--- config.mk ---
export PLATFORM = sky130hd
export DESIGN_NAME = cga_mono_fetch
export DESIGN_NICKNAME = d
export VERILOG_FILES = /design/src/rtl/cgafetch_pkg.sv /design/src/rtl/cgafetch_addr.sv /design/src/rtl/cgafetch_palette.sv /design/src/rtl/cga_mono_fetch.sv
export SDC_FILE = /design/constraint.sdc
export NUM_CORES = 1
export LEC_CHECK = 0
export ABC_AREA = 0
export CAP_MARGIN = 0
export CORE_MARGIN = 2
export CORE_UTILIZATION = 34
export CTS_CLUSTER_DIAMETER = 80
export DETAILED_ROUTE_END_ITERATION = 16
export PLACE_DENSITY = 0.57
export RECOVER_POWER = 50
export SLEW_MARGIN = 0
export SYNTH_ARGS = -nofsm -noshare
export SYNTH_HDL_FRONTEND = slang
export SYNTH_SLANG_ARGS = --single-unit
--- constraint.sdc ---
create_clock -name clk -period 3.6 [get_ports clk]
set_input_delay 0.72 -clock clk [delete_from_list [all_inputs] [get_ports clk]]
set_output_delay 0.72 -clock clk [all_outputs]
set_load 0.01 [all_outputs]
--- src/rtl/cgafetch_pkg.sv ---
package cgafetch_pkg;
    localparam int X_W    = 10;
    localparam int Y_W    = 9;
    localparam int CODE_W = 8;

    // request stage: one raster position in flight to the RAM
    typedef struct packed {
        logic           vld;
        logic [X_W-1:0] x;
        logic [Y_W-1:0] y;
        logic           lg;
        logic [2:0]     bsel;
    } req_stage_t;

    // output stage: one finished pixel
    typedef struct packed {
        logic              vld;
        logic [CODE_W-1:0] code;
        logic [X_W-1:0]    x;
        logic [Y_W-1:0]    y;
    } pix_stage_t;
endpackage

--- src/rtl/cgafetch_addr.sv ---
module cgafetch_addr
    import cgafetch_pkg::*;
#(
    parameter int H_ACTIVE   = 640,
    parameter int V_ACTIVE   = 200,
    parameter int MAP_SEL    = 3,
    parameter int ADDR_W     = 14,
    parameter int BANK_SHIFT = 13
) (
    input  logic [1:0]        map_sel,
    input  logic              en,
    input  logic [X_W-1:0]    x,
    input  logic [Y_W-1:0]    y,
    output logic              active,
    output logic [ADDR_W-1:0] addr
);
    localparam int LINE_BYTES = H_ACTIVE / 8;

    logic        in_area;
    logic [31:0] full_addr;

    always_comb begin
        in_area   = (32'(x) < 32'(H_ACTIVE)) && (32'(y) < 32'(V_ACTIVE));
        active    = en && (32'(map_sel) == 32'(MAP_SEL)) && in_area;
        full_addr = (32'(y[0]) << BANK_SHIFT)
                  + 32'(LINE_BYTES) * 32'(y >> 1)
                  + 32'(x >> 3);
        addr      = active ? full_addr[ADDR_W-1:0] : '0;
    end
endmodule

--- src/rtl/cgafetch_palette.sv ---
module cgafetch_palette
    import cgafetch_pkg::*;
#(
    parameter int PAL_N = 16,
    localparam int IDX_W = $clog2(PAL_N)
) (
    input  logic              clk,
    input  logic              rst_n,
    input  logic              we,
    input  logic [IDX_W-1:0]  waddr,
    input  logic [CODE_W-1:0] wdata,
    input  logic [IDX_W-1:0]  ridx,
    output logic [CODE_W-1:0] rdata
);
    logic [CODE_W-1:0] pal_d [PAL_N];
    logic [CODE_W-1:0] pal_q [PAL_N];

    for (genvar g = 0; g < PAL_N; g++) begin : g_entry
        always_comb begin
            pal_d[g] = pal_q[g];
            if (we && (32'(waddr) == g))
                pal_d[g] = wdata;
        end

        always_ff @(posedge clk) begin
            if (!rst_n)
                pal_q[g] <= '0;
            else
                pal_q[g] <= pal_d[g];
        end
    end

    // read sees registered contents only: same-edge write gives old value
    assign rdata = pal_q[ridx];

    AST_PAL_WRITE_LANDS: assert property (@(posedge clk) disable iff (!rst_n)
        we |=> pal_q[$past(waddr)] == $past(wdata));
endmodule

--- src/rtl/cga_mono_fetch.sv ---
module cga_mono_fetch
    import cgafetch_pkg::*;
#(
    parameter int H_ACTIVE   = 640,
    parameter int V_ACTIVE   = 200,
    parameter int MAP_SEL    = 3,
    parameter int ADDR_W     = 14,
    parameter int BANK_SHIFT = 13,
    parameter int PAL_N      = 16,
    localparam int IDX_W     = $clog2(PAL_N)
) (
    input  logic              clk,
    input  logic              rst_n,
    input  logic [1:0]        map_sel,
    input  logic              raster_en,
    input  logic [X_W-1:0]    raster_x,
    input  logic [Y_W-1:0]    raster_y,
    input  logic              line_gfx,
    input  logic              pal_we,
    input  logic [IDX_W-1:0]  pal_waddr,
    input  logic [CODE_W-1:0] pal_wdata,
    output logic [ADDR_W-1:0] vram_addr,
    output logic              vram_rd,
    input  logic [7:0]        vram_rdata,
    output logic              pix_valid,
    output logic [CODE_W-1:0] pix_code,
    output logic [X_W-1:0]    pix_x,
    output logic [Y_W-1:0]    pix_y
);
    localparam int LINE_BYTES = H_ACTIVE / 8;
    localparam int BANK_BYTES = LINE_BYTES * ((V_ACTIVE + 1) / 2);

    logic              act;
    logic [7:0]        shifted;
    logic [IDX_W-1:0]  pal_idx;
    logic [CODE_W-1:0] pal_out;

    req_stage_t req_d, req_q;
    pix_stage_t pix_d, pix_q;

    cgafetch_addr #(
        .H_ACTIVE  (H_ACTIVE),
        .V_ACTIVE  (V_ACTIVE),
        .MAP_SEL   (MAP_SEL),
        .ADDR_W    (ADDR_W),
        .BANK_SHIFT(BANK_SHIFT)
    ) u_addr (
        .map_sel(map_sel),
        .en     (raster_en),
        .x      (raster_x),
        .y      (raster_y),
        .active (act),
        .addr   (vram_addr)
    );

    cgafetch_palette #(.PAL_N(PAL_N)) u_pal (
        .clk  (clk),
        .rst_n(rst_n),
        .we   (pal_we),
        .waddr(pal_waddr),
        .wdata(pal_wdata),
        .ridx (pal_idx),
        .rdata(pal_out)
    );

    assign vram_rd = act;

    always_comb begin
        // request stage tracks the RAM's one-cycle read
        req_d      = '0;
        req_d.vld  = act;
        if (act) begin
            req_d.x    = raster_x;
            req_d.y    = raster_y;
            req_d.lg   = line_gfx;
            req_d.bsel = raster_x[2:0];
        end

        // pixel stage: bit select, index build, palette lookup
        shifted = vram_rdata >> (3'd7 - req_q.bsel);
        pal_idx = IDX_W'({req_q.lg, shifted[1:0]});

        pix_d = '0;
        if (req_q.vld) begin
            pix_d.vld  = 1'b1;
            pix_d.code = pal_out;
            pix_d.x    = req_q.x;
            pix_d.y    = req_q.y;
        end
    end

    always_ff @(posedge clk) begin
        if (!rst_n) begin
            req_q <= '0;
            pix_q <= '0;
        end else begin
            req_q <= req_d;
            pix_q <= pix_d;
        end
    end

    assign pix_valid = pix_q.vld;
    assign pix_code  = pix_q.code;
    assign pix_x     = pix_q.x;
    assign pix_y     = pix_q.y;

    AST_VALID_NEEDS_MODE: assert property (@(posedge clk) disable iff (!rst_n)
        pix_valid |-> $past(map_sel, 2) == 2'(MAP_SEL));
    AST_BANK_MATCHES_LINE: assert property (@(posedge clk) disable iff (!rst_n)
        pix_valid |-> $past(vram_addr[BANK_SHIFT], 2) == pix_y[0]);
    AST_ADDR_IN_BANK: assert property (@(posedge clk) disable iff (!rst_n)
        vram_rd |-> 32'(vram_addr[BANK_SHIFT-1:0]) < BANK_BYTES);
    AST_VALID_AFTER_READ: assert property (@(posedge clk) disable iff (!rst_n)
        pix_valid |-> $past(vram_rd, 2));
    AST_IDLE_AFTER_RESET: assert property (@(posedge clk)
        !rst_n |=> !pix_valid);
endmodule

==> qor.yml, run 1 <==
status: "finished, final reports clean"
io-pin-count: 89
synthTopCellsByArea: "edfxtp_1, dfxtp_1, and2_1"
crit-reg2reg-launch: "req_q[13]$_SDFF_PN0_"
syn_area_um2: 5120
grt_pass1_wl_mm: 19.9
globalplace.congestion: 0.784
r2r_end: "pix_code[5]$_SDFF_PN0_"
slew_viol_final: 0
area_growth_pct: 43.0
vias: 3689
finClkSkew_ps: 5.38
drt_pass1_iterations: 4
worst_slack_ps: 43.0
grt_pass1_vias: 3809
synth_nets: 477
h-tree-depth: 4
cts_buffer_depth: 2
crit_required_ps: 2880
fmax_mhz: 281
routed_wl_mm: 12.4
yosysMostFrequentCell: "and2_1"
rrSetupSlack_ps: 1450
dieArea_um2: 16000
grt_setup_unrepaired: "true"
drt_iter0_markers: 234
die_x_um: 127
finalCriticalPeriod_ps: 3560
synth_common_cells: "and2_1, edfxtp_1, dfxtp_1"
path_class: "in2out"
start_kind: "input pin"
antenna_found_initial: 0
ant_nets: 0
multi_input_area_um2: 2300
core_area_um2: 14600
syn_inst: 414
wire_per_inst_um: 16.3
start_util_pct: 34.9
clock_latency_ps: 410
drv_cap: 0
yosys_warnings: 0
whs_path_depth: 1
tightest_slew_ps: 896
cts-root-buf: "clkbuf_16"
final.period_utilization_pct: 98.8
antenna_cells: 0
peakVddDrop_mv: 0.318
dp_slack_ps: -967
final_nets: 623
p_total_w: 0.00353
hold_viol: 0
finish.utilization_pct: 50.0
crit_arrival_ps: 2840
grt_max_degree: 33
num-fill-cells: 1293
reg2reg_depth: 5
die_h_um: 127
cp_slowest_stage_delay_ps: 550
synth-edff-count: 64
viasPerCell: 4.87
hold_class: "reg2reg"
drc: 0
synth_top_area_share_pct: 37.6
tns_ps: 0
clk_pin_slew_ps: 50
end_kind: "output port"
min_to: "pix_y[8]$_SDFF_PN0_"
crit_path_frequent_cell: "ha_4"
ys.flop_type: "edfxtp_1"
std_cell_rows: 44
ys_types: 53
power_density_nw_per_um2: 483
cts_buffers: 17
cp_max_fo: 3
critPathTopFamily: "adder cells"
seqCellArea_um2: 2900
seq_area_frac_synth_pct: 56.7
grt_use_total_pct: 16.2
min_from: "req_q[12]$_SDFF_PN0_"
final_layout_size_suffix_gt1_share_pct: 20.4
async_flop_share_pct: 0
yosys.area.top_type: "edfxtp_1"
cts_num_sinks: 113
dp.final_hpwl_mm: 9.08
slowest_stage: "or4_4"
p_leak_nw: 3.11
finalSetupViolCount: 0
cts_tree: "built"
critical_path_buf_inv_count: 3
cp_cell_sequence: "buf_8 > ha_4 > ha_4 > inv_2 > fa_2 > nor2b_4 > o31a_1 > or4_4 > a31o_1 > mux2i_1 > buf_2"
ys_ff_latch: 113
slew_headroom_pct: 39.6
avgSynthCellArea_um2: 12.4
grt_overflow: 0
io_buffers: 88
==> sequential cells by signal, summed over array words and instances (netlist names) <==
| signal | count |
|---|---|
| u_pal.pal_q | 64 |
| pix_valid | 1 |
| pix_x | 10 |
| pix_y | 9 |
| pal_idx | 1 |
| pix_code | 8 |
| req_q | 20 |
==> what timing repair did <==
action                     in CTS  in global routing
buffers inserted                2                  4
resized for setup              74                 10
setup endpoints to repair      10                  4
pin swaps                      14                 11
hold buffers                    0                  0
==> power by group <==
group	switching (W)	total, W	internal, W
combinational	0.000198	0.000431	0.000233
sequential	0.0000126	0.00142	0.00141
clock	0.000541	0.00168	0.00114
==> routing by layer <==
layer | global-route usage, % | up-vias | part of all wire (%)
li1 | - | 1806 | -
met1 | 18.9 | 1786 | 41
met2 | 28.7 | 75 | 53
met3 | 3.63 | 22 | 3.8
met4 | 7.05 | 0 | 2.4
met5 | 0 | - | 0
==> through the flow <==
stage                     hold slack (ps)  cell area (um2)  cells
after CTS                             463             7310    753
after detailed placement              454             6520    719
after floorplan                       444             5120    414
after global placement                446             6520    719
after global routing                  472             7320    757
final                                 459             7320    757
==> layout make-up <==
class                           count  area share (%)
Clock inverter                     14            2.33
Multi-Input combinational cell    277            31.5
Sequential cell                   113            39.7
Tap cell                          184            3.15
Inverter                            8           0.462
Clock buffer                       18            5.87
Timing Repair Buffer              143            17.0
==> placed cells by master, fill, tap and decap left out, types with 3 or more instances in the layout <==
cell,instances
clkbuf_16,17
nor2_1,22
inv_1,5
mux2i_1,36
dlygate4sd3_1,30
nand4_1,3
nor2_2,4
a21o_1,4
clkdlybuf4s50_1,44
a22o_1,7
clkinv_2,7
nor2b_4,3
xnor2_1,5
dfxtp_1,49
a21oi_1,6
ha_1,4
nand2_1,7
buf_2,7
dlygate4sd2_1,4
mux4_2,3
and3_1,37
bufinv_16,4
clkbuf_1,13
ha_4,11
buf_4,40
o21ai_0,9
a221o_1,8
and2_1,72
edfxtp_1,64
==> worst max-delay path by stage <==
| stage | start | end | slack (ps) | cells after the start |
|---|---|---|---|---|
| final | raster_y[2] | vram_addr[13] | 40 | 11 |
| after detailed placement | raster_y[3] | vram_addr[13] | -970 | 9 |
| after global placement | raster_y[4] | vram_addr[13] | -840 | 11 |
| after global routing | raster_y[2] | vram_addr[13] | -50 | 11 |
| after CTS | raster_y[4] | vram_addr[13] | -5 | 11 |
| after floorplan | raster_y[3] | vram_addr[13] | 150 | 7 |
==> kinds of logic after synthesis <==
family / synth area share, %
AO/OA/AOI/OAI: 7.41
other: 0.0733
AND/OR/NAND/NOR: 18.7
XOR/XNOR: 1.20
flip-flops: 56.7
multiplexers: 8.80
buffers and inverters: 2.66
adder cells (fa/ha/maj): 4.45
No activity file was read; power rests on OpenSTA's default activity.
==> run 2, diff against run 1 <==
Settings changed: CORE_MARGIN 2 to default, TNS_END_PERCENT from default to 1.
==> run 2 against run 1 <==
Sequential share of layout area down 0.20 points; clock power increased by 7%; combinational power down 3%.
==> qor.yml, run 2 (synthesized netlist as in run 1, its figures left out) <==
io-pin-count: 89
end_kind: "output port"
cp_slowest_stage_delay_ps: 490
r2r_end: "pix_code[6]$_SDFF_PN0_"
drt_iter0_markers: 166
grt_pass1_wl_mm: 19.2
grt_use_met2_pct: 29.5
wire_per_inst_um: 15.8
status: "finished, final reports clean"
finClkSkew_ps: 13.9
final.period_utilization_pct: 98.7
start_util_pct: 35.1
cts_buffers: 17
finalCriticalPeriod_ps: 3550
top_usage_layer: "met2"
drc: 0
grt_pass1_vias: 3826
min_from: "req_q[6]$_SDFF_PN0_"
critPathTopFamily: "adder cells"
area_growth_pct: 43.7
ant_nets: 0
viasPerCell: 4.83
clock_latency_ps: 410
slowest_stage: "or4_4"
slew_viol_final: 0
critical_path_buf_inv_count: 3
grt_max_degree: 40
start_kind: "input pin"
grtUsageMet3_pct: 4.60
tightest_slew_ps: 1200
top_register: "u_pal.pal_q"
cp_max_fo: 3
num-fill-cells: 1268
hold_viol: 0
crit_path_frequent_cell: "ha_4"
layout_common_cells: "and2_1, edfxtp_1, clkdlybuf4s50_1, dfxtp_1, buf_4"
path_class: "in2out"
cp_cell_sequence: "buf_6 > ha_4 > ha_4 > inv_2 > fa_2 > nor2b_4 > o31a_1 > or4_4 > a31o_1 > mux2i_1 > buf_2"
routed_wl_mm: 11.9
grt_use_total_pct: 16.1
grt_setup_unrepaired: "true"
antenna_cells: 0
h-tree-depth: 4
drt_pass1_iterations: 4
cts-root-buf: "clkbuf_16"
die_h_um: 125
fmax_mhz: 282
grt_overflow: 0
vias: 3627
die_x_um: 125
final_layout_size_suffix_gt1_share_pct: 21.2
rrSetupSlack_ps: 1460
clk_pin_slew_ps: 50
std_cell_rows: 44
crit_arrival_ps: 2830
grtUsageMet1_pct: 17.4
crit-reg2reg-launch: "req_q[14]$_SDFF_PN0_"
seqCellArea_um2: 2900
whs_path_depth: 1
p_leak_nw: 3.05
fin_cells: 751
cts_buffer_depth: 2
dp.final_hpwl_mm: 8.57
crit_required_ps: 2880
largest_reg_flops: 64
reg2reg_depth: 6
dieArea_um2: 15500
min_to: "pix_y[2]$_SDFF_PN0_"
antenna_found_initial: 0
p_total_w: 0.00364
globalplace.congestion: 0.765
final_nets: 617
cts_tree: "built"
worst_slack_ps: 48.6
power_density_nw_per_um2: 495
slew_headroom_pct: 20.0
tns_ps: 0
drv_cap: 0
dpl.cell_count: 715
peakVddDrop_mv: 0.315
core_area_um2: 14600
hold_class: "reg2reg"
finalSetupViolCount: 0
multi_input_area_um2: 2330
dp_slack_ps: -1050
cts_num_sinks: 113
io_buffers: 88
[run 2: cell count changes in the layout (fill, tap and decap cells not counted), sizes merged]
cell | before | now
buf | 52 | 50
bufinv | 4 | 5
clkbuf | 30 | 26
clkdlybuf4s50 | 44 | 54
clkinv | 9 | 5
clkinvlp | 2 | 5
dlygate4sd2 | 4 | 3
dlygate4sd3 | 30 | 21
[run 2: how the worst max path moves through the flow]
stage,endpoint,slack (ps),depth (start not counted),start
after floorplan,vram_addr[13],150,7,raster_y[3]
after global placement,vram_addr[13],-920,9,raster_y[3]
after detailed placement,vram_addr[13],-1050,9,raster_y[3]
after CTS,vram_addr[13],-40,9,raster_y[6]
after global routing,vram_addr[13],-60,13,raster_y[2]
final,vram_addr[13],50,11,raster_y[4]
[run 2: worst reg2reg max path: cells and delay by family, from the launching register on]
kind / cells / cell delay, ps
simple gates: 1 / 160
mux: 3 / 860
compound gates: 1 / 370
buf+inv: 1 / 270
flops: 1 / 410
[run 2: metrics by stage]
| step | cell area, um2 | hold WS, ps | util [%] |
|---|---|---|---|
| floorplan | 5120 | 444 | - |
| global placement | 6480 | 445 | 44.5 |
| detailed placement | 6480 | 451 | 44.5 |
| CTS | 7360 | 464 | 50.4 |
| global route | 7350 | 470 | 50.4 |
| finish | 7350 | 463 | 50.4 |
[run 2: final cells by class]
type                            instances  share of cell area, %
Tap cell                              184                   3.13
Clock buffer                           18                   5.84
Clock inverter                         14                   2.91
Inverter                                8                  0.408
Sequential cell                       113                   39.5
Multi-Input combinational cell        277                   31.7
Timing Repair Buffer                  137                   16.5
[run 2: per-layer routing]
layer,wire length [um],vias up
met2,6460,64
met5,0,-
li1,-,1802
met4,159,0
met3,370,12
met1,4890,1749
[run 2: where the power goes]
part           switching (W)  internal (W)
sequential         0.0000126       0.00141
combinational       0.000194      0.000226
clock               0.000579       0.00122
total               0.000785       0.00286
[run 2: what timing repair did]
| item | 4_1_cts | 5_1_grt |
|---|---|---|
| pin swaps | 14 | 5 |
| resized for setup | 70 | 13 |
| hold buffers | 0 | 0 |
| buffers inserted | 4 | 0 |
| setup endpoints to repair | 12 | 8 |
==> run 3, diff against run 2 <==
Settings changed: PLACE_DENSITY 0.57 to 0.53, TNS_END_PERCENT 1 to default.
==> run 3 against run 2 <==
Flip-flop and latch count unchanged; register-to-register slack worse by 40 ps; cell count unchanged; worst hold slack worse by 3.3 ps; total power down 8.5%; first-iteration DRC count up 26%; via count up 0.55%; largest cell class unchanged; utilization down 0.82 points; global-route usage up 0.87 points.
==> qor.yml, run 3 (synthesized netlist as in run 1, its figures left out) <==
status: "finished, final reports clean"
final_nets: 617
rrSetupSlack_ps: 1420
antenna_found_initial: 0
drt_iter0_markers: 209
worst_slack_ps: 61.9
final_common_cell: "edfxtp_1"
core_area_um2: 14600
design_area_um2: 7230
critPathCapture: "vram_addr[13]"
wire_per_inst_um: 16.9
ant_nets: 0
drc: 0
dieArea_um2: 15500
cts_buffers: 17
dp_slack_ps: -900
r2r_end: "pix_code[1]$_SDFF_PN0_"
power_density_nw_per_um2: 461
peakVddDrop_mv: 0.303
die_h_um: 125
grt_pass1_wl_mm: 20.0
start_util_pct: 35.1
vias: 3647
grt_max_degree: 45
grt_pass1_vias: 3694
p_leak_nw: 3.02
antenna_cells: 0
crit_required_ps: 2880
fmax_mhz: 283
startpoint: "raster_y[4]"
finClkSkew_ps: 9.69
drv_cap: 0
viasPerCell: 4.86
clk_pin_slew_ps: 50
std_cell_rows: 44
min_from: "req_q[6]$_SDFF_PN0_"
tightest_slew_ps: 1440
slew_headroom_pct: 3.95
finalCriticalPeriod_ps: 3540
cts_tree: "built"
drt_pass1_iterations: 4
end_kind: "output port"
crit-reg2reg-launch: "req_q[14]$_SDFF_PN0_"
crit_arrival_ps: 2820
grt_overflow: 0
p_total_w: 0.00333
final_layout_size_suffix_gt1_share_pct: 20.5
hold_viol: 0
clock_latency_ps: 400
cts_num_sinks: 113
hold_class: "reg2reg"
cp_max_fo: 3
die_x_um: 125
io_buffers: 88
h-tree-depth: 4
largest_reg_flops: 64
dp.final_hpwl_mm: 8.99
area_growth_pct: 41.4
start_kind: "input pin"
slew_viol_final: 0
globalplace.congestion: 0.742
path_class: "in2out"
placed_area_um2: 6520
io-pin-count: 89
routed_wl_mm: 12.7
cts-root-buf: "clkbuf_16"
cts_buffer_depth: 2
reg2reg_depth: 6
final.period_utilization_pct: 98.3
finalSetupViolCount: 0
layout_common_cells: "edfxtp_1, clkdlybuf4s50_1, and2_1, dfxtp_1, buf_4"
grt_use_total_pct: 17.0
top_register: "u_pal.pal_q"
-- run 3: cell types whose count changed in the layout (fill, tap and decap cells not counted), sizes merged --
cell,delta
clkdlybuf4s50,-1
clkinvlp,-5
dlygate4sd2,+2
bufinv,-4
buf,+3
inv,+1
clkbuf,+1
clkinv,+3
-- run 3: area by class of cell --
cell class	instances	area, um2
timing repair buffer	137	1230
fill	1290	7350
clock buffer	23	458
clock inverter	9	66.3
multi-input combinational	277	2310
tap	184	230
sequential	113	2900
inverter	8	30.0
-- run 3: metrics by stage --
step                      hold slack (ps)  std cells  TNS, ps  utilization (%)
after floorplan                       444        414        0                -
after global placement                445        719    -4230             44.7
after detailed placement              450        719    -4620             44.7
after CTS                             462        752    -23.1             49.6
after global routing                  471        751    -6.02             49.6
final                                 460        751        0             49.6
-- run 3: worst min-delay path by stage --
stage | to | cells after the start | slack, ps
2_1_floorplan | pix_x[3]$_SDFF_PN0_ | 1 | 440
3_3_place_gp | pix_x[9]$_SDFF_PN0_ | 1 | 450
3_5_place_dp | pix_y[1]$_SDFF_PN0_ | 1 | 450
4_1_cts | pix_y[2]$_SDFF_PN0_ | 1 | 460
5_1_grt | pix_x[5]$_SDFF_PN0_ | 1 | 470
6_report | pix_y[2]$_SDFF_PN0_ | 1 | 460
-- run 3: critical path, stage by stage --
cell and delay (ps):
buf_6 110, ha_4 240, ha_4 160, inv_2 50
fa_2 200, nor2b_2 50, o31a_1 290, or4_4 500
a31o_1 220, mux2i_1 130, buf_2 150
-- run 3: power by group --
part	switching, W	internal (W)	total (W)	leakage (nW)
logic	0.000202	0.000228	0.000430	1.75
registers	0.0000128	0.00141	0.00142	1.01
clock network	0.000530	0.000950	0.00148	0.261
total	0.000745	0.00259	0.00333	3.02
-- run 3: routing by layer --
| metal | vias up | wire (um) | GRT usage (%) |
|---|---|---|---|
| met5 | - | 0 | 0 |
| met4 | 0 | 174 | 5.32 |
| met3 | 13 | 355 | 3.91 |
| met1 | 1778 | 5680 | 21.3 |
| met2 | 62 | 6470 | 29.0 |
| li1 | 1794 | - | - |
-- run 3: timing repair --
item	in CTS	in global routing
pin swaps	14	13
setup buffers	1	0
gates resized for setup	71	13
setup endpoints to repair	13	11
hold buffers	0	0
